[config.mk]
export PLATFORM = sky130hd
export DESIGN_NAME = vec_irq_ctrl
export DESIGN_NICKNAME = d
export VERILOG_FILES = /design/src/rtl/virq_pkg.sv /design/src/rtl/virq_capture.sv /design/src/rtl/virq_level_enc.sv /design/src/rtl/virq_vector_fmt.sv /design/src/rtl/vec_irq_ctrl.sv
export SDC_FILE = /design/constraint.sdc
export NUM_CORES = 1
export LEC_CHECK = 0
export BUFFER_PORTS_ARGS = -buffer_cell sky130_fd_sc_hd__buf_2
export CAP_MARGIN = 10
export CORE_MARGIN = 2
export CORE_UTILIZATION = 48
export CTS_CLUSTER_SIZE = 20
export DETAILED_ROUTE_END_ITERATION = 8
export PLACE_DENSITY = 0.72
export SLEW_MARGIN = 15
export SYNTH_ARGS = -nofsm -noshare
export SYNTH_HDL_FRONTEND = slang
export SYNTH_SLANG_ARGS = --single-unit
export TNS_END_PERCENT = 1
[constraint.sdc]
create_clock -name clk -period 4.1 [get_ports clk]
set_input_delay 0.615 -clock clk [delete_from_list [all_inputs] [get_ports clk]]
set_output_delay 0.615 -clock clk [all_outputs]
set_load 0.005 [all_outputs]
[src/rtl/virq_pkg.sv]
package virq_pkg;

    localparam int EXT_N      = 8;
    localparam int GEN_PINS   = 4;
    localparam int LEVEL_W    = 3;
    localparam int VEC_W      = 8;
    localparam int BASE_W     = VEC_W - LEVEL_W;
    localparam logic [VEC_W-1:0] UNINIT_VEC = 8'h0F;

    typedef enum logic [1:0] {
        REG_VBASE  = 2'd0,
        REG_STATUS = 2'd1,
        REG_MASK   = 2'd2,
        REG_MODE   = 2'd3
    } reg_sel_e;

    typedef struct packed {
        logic               strobe;
        logic [LEVEL_W-1:0] level;
    } ack_req_t;

    // Fixed priority level of each status bit.
    function automatic logic [LEVEL_W-1:0] src_level(input int idx);
        logic [LEVEL_W-1:0] lv;
        if (idx < GEN_PINS) begin
            lv = 3'd5;
        end else if (idx < EXT_N) begin
            case (idx - GEN_PINS)
                0:       lv = 3'd1;
                1:       lv = 3'd2;
                2:       lv = 3'd3;
                default: lv = 3'd6;
            endcase
        end else begin
            lv = (((idx - EXT_N) % 2) == 0) ? 3'd4 : 3'd7;
        end
        return lv;
    endfunction

endpackage

[src/rtl/virq_capture.sv]
module virq_capture
    import virq_pkg::*;
#(
    parameter int NSRC        = 16,
    parameter int SYNC_STAGES = 2
) (
    input  logic               clk,
    input  logic               rst,
    input  logic [EXT_N-1:0]   ext_n,
    input  logic [NSRC-EXT_N-1:0] periph,
    input  logic [EXT_N-1:0]   edge_mode,
    input  logic [EXT_N-1:0]   clr,
    output logic [NSRC-1:0]    status
);

    localparam int NPER = NSRC - EXT_N;

    for (genvar g = 0; g < EXT_N; g++) begin : g_ext
        logic [SYNC_STAGES-1:0] chain;
        logic                   prev_s;
        logic                   synced;
        logic                   fall;
        logic                   st_q;

        assign synced = chain[SYNC_STAGES-1];
        assign fall   = prev_s & ~synced;

        always_ff @(posedge clk) begin
            if (rst) begin
                chain  <= '1;
                prev_s <= 1'b1;
                st_q   <= 1'b0;
            end else begin
                chain  <= {chain[SYNC_STAGES-2:0], ext_n[g]};
                prev_s <= synced;
                if (edge_mode[g]) begin
                    if (fall)        st_q <= 1'b1;
                    else if (clr[g]) st_q <= 1'b0;
                end else begin
                    st_q <= ~synced;
                end
            end
        end

        assign status[g] = st_q;
    end

    for (genvar g = 0; g < NPER; g++) begin : g_per
        logic st_q;
        always_ff @(posedge clk) begin
            if (rst) st_q <= 1'b0;
            else     st_q <= periph[g];
        end
        assign status[EXT_N+g] = st_q;
    end

endmodule

[src/rtl/virq_level_enc.sv]
module virq_level_enc
    import virq_pkg::*;
#(
    parameter int NSRC = 16
) (
    input  logic [NSRC-1:0]    status,
    input  logic [NSRC-1:0]    mask,
    output logic [LEVEL_W-1:0] level
);

    localparam int NLEV = 1 << LEVEL_W;

    logic [NSRC-1:0] pend;
    logic [NLEV-1:0] any_lv;

    assign pend = status & ~mask;

    always_comb begin
        any_lv = '0;
        for (int i = 0; i < NSRC; i++) begin
            any_lv[src_level(i)] = any_lv[src_level(i)] | pend[i];
        end
    end

    always_comb begin
        level = '0;
        for (int l = 0; l < NLEV; l++) begin
            if (any_lv[l]) level = LEVEL_W'(l);
        end
    end

endmodule

[src/rtl/virq_vector_fmt.sv]
module virq_vector_fmt
    import virq_pkg::*;
(
    input  logic [BASE_W-1:0] base,
    input  logic              programmed,
    input  ack_req_t          req,
    output logic [VEC_W-1:0]  vec
);

    always_comb begin
        if (!req.strobe)     vec = '0;
        else if (!programmed) vec = UNINIT_VEC;
        else                 vec = {base, req.level};
    end

endmodule

[src/rtl/vec_irq_ctrl.sv]
module vec_irq_ctrl
    import virq_pkg::*;
#(
    parameter int NUM_PERIPH = 8,
    parameter int SYNC_STAGES = 2
) (
    input  logic                      clk,
    input  logic                      rst,
    input  logic [EXT_N-1:0]          ext_irq_n,
    input  logic [NUM_PERIPH-1:0]     periph_irq,
    input  logic [1:0]                reg_addr,
    input  logic                      reg_wr,
    input  logic [EXT_N+NUM_PERIPH-1:0] reg_wdata,
    output logic [EXT_N+NUM_PERIPH-1:0] reg_rdata,
    output logic [LEVEL_W-1:0]        irq_level,
    input  logic                      ack,
    input  logic [LEVEL_W-1:0]        ack_level,
    output logic [VEC_W-1:0]          vec_out
);

    localparam int NSRC = EXT_N + NUM_PERIPH;

    reg_sel_e          sel;
    logic [BASE_W-1:0] vbase_q;
    logic              vprog_q;
    logic [NSRC-1:0]   mask_q;
    logic [EXT_N-1:0]  mode_q;
    logic [EXT_N-1:0]  clr;
    logic [NSRC-1:0]   status_q;
    ack_req_t          ack_req;

    assign sel = reg_sel_e'(reg_addr);

    always_ff @(posedge clk) begin
        if (rst) begin
            vbase_q <= '0;
            vprog_q <= 1'b0;
            mask_q  <= '1;
            mode_q  <= '0;
        end else if (reg_wr) begin
            case (sel)
                REG_VBASE: begin
                    vbase_q <= reg_wdata[VEC_W-1:LEVEL_W];
                    vprog_q <= 1'b1;
                end
                REG_MASK:  mask_q <= reg_wdata;
                REG_MODE:  mode_q <= reg_wdata[EXT_N-1:0];
                default:   ;
            endcase
        end
    end

    assign clr = (reg_wr && sel == REG_STATUS) ? reg_wdata[EXT_N-1:0] : '0;

    always_comb begin
        reg_rdata = '0;
        case (sel)
            REG_VBASE:  reg_rdata[VEC_W-1:0] = {vbase_q, {LEVEL_W{1'b0}}};
            REG_STATUS: reg_rdata = status_q;
            REG_MASK:   reg_rdata = mask_q;
            default:    reg_rdata[EXT_N-1:0] = mode_q;
        endcase
    end

    virq_capture #(
        .NSRC(NSRC),
        .SYNC_STAGES(SYNC_STAGES)
    ) u_capture (
        .clk(clk),
        .rst(rst),
        .ext_n(ext_irq_n),
        .periph(periph_irq),
        .edge_mode(mode_q),
        .clr(clr),
        .status(status_q)
    );

    virq_level_enc #(
        .NSRC(NSRC)
    ) u_level (
        .status(status_q),
        .mask(mask_q),
        .level(irq_level)
    );

    assign ack_req.strobe = ack;
    assign ack_req.level  = ack_level;

    virq_vector_fmt u_vec (
        .base(vbase_q),
        .programmed(vprog_q),
        .req(ack_req),
        .vec(vec_out)
    );

endmodule

==> impl_metrics.env <==
export IMPL_worst_skew_pair_late_latency_ns=0.33
export IMPL_clkPwrFrac_pct=38.8
export IMPL_fin_crit_ns=2.77
export IMPL_crit_buf_inv=4
export IMPL_grt_max_degree=56
export IMPL_grt_overflow_total=0
export IMPL_dieArea_mm2=0.00669
export IMPL_slowest_stage="ha_1"
export IMPL_path_cells="buf_2 > inv_1 > ha_1 > buf_4 > a22oi_1 > nor2b_1 > buf_2"
export IMPL_power_frac_seq_pct=51.2
export IMPL_leakagePower_nw=1.49
export IMPL_powerDensity_mw_per_mm2=407
export IMPL_ys_seq_elements=70
export IMPL_slew_viol_final=0
export IMPL_cts_path_max_buffers=2
export IMPL_drc=0
export IMPL_fin_skew_ns=0.00540
export IMPL_die_w_um=81.8
export IMPL_final_nets=423
export IMPL_p_switching_mw=0.326
export IMPL_clock_fmax_mhz=361
export IMPL_start_util_pct=49.4
export IMPL_dp_hpwl_mm=4.34
export IMPL_vias_per_cell=5.34
export IMPL_grt_pass1_wl_mm=9.96
export IMPL_antenna_found_initial=0
export IMPL_worstPathMaxFanout=27
export IMPL_cts_tree="done"
export IMPL_drt_initial_drc_count=241
export IMPL_syn_to_final_growth_pct=19.8
export IMPL_end_kind="primary output"
export IMPL_yosysTopAreaCellShare_pct=48.2
export IMPL_final_setup_viol_count=0
export IMPL_numPortBuffers=67
export IMPL_wirelength_mm=6.30
export IMPL_yosysMostFrequentCell="dfxtp_1"
export IMPL_synth_xor_area_share_pct=0
export IMPL_n_antenna_cell=0
export IMPL_critical_path_top_delay_family="adder cells"
export IMPL_ys_flop_type="dfxtp_1"
export IMPL_cts_setup_buffers=0
export IMPL_finalHoldViolations=0
export IMPL_grt_setup_unrepaired="false"
export IMPL_hold_slack_ns=0.412
export IMPL_synth_area_leaders="dfxtp_1 48%, nor2b_1 5.4%, or2_2 5.2%"
export IMPL_synthesis_area_mm2=0.00291
export IMPL_vdd_ir_drop_max_mv=0.210
export IMPL_synth_cells=316
export IMPL_power_internal_mw=1.09
export IMPL_async_flop_share_pct=0
export IMPL_seq_area_frac_synth_pct=48.2
export IMPL_cap_violations=0
export IMPL_fin_crit_sh_pct=67.6
export IMPL_drive_gt1_share_pct=28.5
export IMPL_worst_pin_slew_ns=0.866
export IMPL_core_area_mm2=0.00589
export IMPL_grtUsageTotal_pct=19.6
export IMPL_worstSetupStartpointType="primary input"
export IMPL_synth_top_family_by_area="simple AND/OR/NAND/NOR gates"
export IMPL_cts_buffers=9
export IMPL_worstPathArrival_ns=2.16
export IMPL_via_count=2440
export IMPL_setup_tns_ns=0
export IMPL_routedWlPerCell_um=13.8
export IMPL_status="finished clean"
export IMPL_cp_common_cell="buf_2"
export IMPL_multi_input_area_mm2=0.00138
export IMPL_fp_dieH_um=81.8
export IMPL_rows=28
export IMPL_synth_mux_area_share_pct=1.72
export IMPL_synth_compound_area_share_pct=17.1
export IMPL_p_comb_share_pct=10.0
export IMPL_ctsRootBufferMaster="clkbuf_8"
export IMPL_cts_max_level=3
export IMPL_cp_slowest_stage_delay_ns=0.73
export IMPL_slew_limit_headroom_pct=42.2
export IMPL_regArea_mm2=0.00140
export IMPL_hold_class="flip-flop to flip-flop"
export IMPL_postSynthAreaPerCell_um2=9.20
export IMPL_firstDrtPassIters=5
export IMPL_yosys_cell_types_count=24
export IMPL_crit_type="primary input to primary output"
export IMPL_synth_fa_ha_area_share_pct=2.15
export IMPL_dp_slack_ns=1.35
export IMPL_place_gp_congestion=0.778
export IMPL_synth_top_cells_by_count="70 x dfxtp_1, 25 x nor2b_1, 24 x or2_2, 21 x nand3_1, 20 x and3_1"
export IMPL_synth_edf_count=0
export IMPL_synth_simple_area_share_pct=26.3
export IMPL_yosys_warnings=0
export IMPL_synth_nets=362
export IMPL_grt_pass1_vias=2137
export IMPL_required_ns=3.48
export IMPL_clk_pin_slew_ns=0.07
export IMPL_switching_share_pct=23.0
export IMPL_n_fill_cell=529
export IMPL_clock_sinks=70
export IMPL_post_cts_resized=0
export IMPL_ant_nets=0
export IMPL_io_pins=68
export IMPL_synth_top_area_cell="dfxtp_1"
export IMPL_finalWorstSetupSlack_ns=1.33
export IMPL_cts_hold_buf=0
## stage by stage
| step | cell area, um2 | util (%) | cells | power (mW) |
|---|---|---|---|---|
| 2_1_floorplan | 2910 | - | 316 | 0.822 |
| 3_3_place_gp | 3280 | 55.7 | 441 | 0.880 |
| 3_5_place_dp | 3280 | 55.7 | 441 | 0.884 |
| 4_1_cts | 3480 | 59.2 | 457 | 1.43 |
| 5_1_grt | 3480 | 59.2 | 457 | 1.48 |
| 6_report | 3480 | 59.2 | 457 | 1.42 |
## registers in the layout (all words and copies together) (netlist names)
register	count
vprog_q	1
u_capture.g_ext.prev_s	8
u_capture.g_per.st_q	8
vbase_q	5
mask_q	16
u_capture.g_ext.st_q	8
u_capture.g_ext.chain	16
mode_q	8
## layout make-up
| cell class | instances | area share, % |
|---|---|---|
| Multi-Input combinational cell | 212 | 39.5 |
| Clock buffer | 13 | 4.56 |
| Inverter | 14 | 1.51 |
| Clock inverter | 3 | 1.22 |
| Sequential cell | 70 | 40.2 |
| Timing Repair Buffer | 70 | 10.3 |
| Tap cell | 75 | 2.69 |
## worst register-to-register path, stage by stage (launching register included)
cell	delay (ns)
dfxtp_1	0.30
or2_2	0.29
o21ai_0	0.16
## metal layers
metal  vias to the layer above  global-route usage, %  wire, um
li1                       1229                      -         -
met1                      1124                   26.6      2990
met2                        77                   29.8      2850
met3                        10                   3.96       350
met4                         0                   9.67       111
met5                         -                      0         0
## layout by cell type, fill, tap and decap left out
cell | netlist | final
a2111oi_4 | 1 | 1
a211o_1 | 16 | 16
a21boi_0 | 4 | 4
a21oi_1 | 15 | 15
a222oi_1 | 5 | 5
a22oi_1 | 11 | 11
and3_1 | 20 | 20
buf_2 | 2 | 67
buf_4 | 0 | 3
bufinv_16 | 0 | 1
clkbuf_1 | 18 | 2
clkbuf_8 | 0 | 11
clkinv_2 | 0 | 1
clkinvlp_4 | 0 | 1
dfxtp_1 | 70 | 70
ha_1 | 5 | 5
inv_1 | 14 | 14
mux2i_1 | 5 | 5
nand2_1 | 19 | 19
nand2b_1 | 8 | 8
nand3_1 | 21 | 21
nand4b_1 | 8 | 8
nor2_1 | 8 | 8
nor2b_1 | 25 | 25
o2111ai_1 | 2 | 2
o21ai_0 | 12 | 12
o21bai_1 | 2 | 2
or2_2 | 24 | 24
or3_1 | 1 | 1
## power by group through the flow
stage	combinational, mW	clock (mW)	sequential [mW]
after floorplan	0.0867	0	0.736
after global placement	0.140	0	0.740
after detailed placement	0.143	0	0.741
after CTS	0.143	0.565	0.725
after global routing	0.160	0.591	0.728
final	0.142	0.551	0.726
## path summary, 6_finish.rpt
path                                               start                                endpoint  slack (ns)  depth (start not counted)
setup / recovery                             reg_addr[0]                           reg_rdata[13]        1.33                          7
hold / removal    u_capture.g_ext[5].chain[0]$_SDFF_PP1_  u_capture.g_ext[5].chain[1]$_SDFF_PP1_        0.41                          1
setup reg to reg  u_capture.g_ext[0].chain[1]$_SDFF_PP1_    u_capture.g_ext[0].st_q$_SDFFE_PP0P_        3.28                          2
hold reg to reg   u_capture.g_ext[5].chain[0]$_SDFF_PP1_  u_capture.g_ext[5].chain[1]$_SDFF_PP1_        0.41                          1
## cell families (layout without fill, tap and decap cells)
group                      Yosys count  in the layout
and+or+nand+nor                    134            134
DFF                                 70             70
AOI/OAI and AO/OA                   68             68
buffers and inverters               34            100
adders and majority gates            5              5
muxes                                5              5
(Power assumes the default switching activity.)
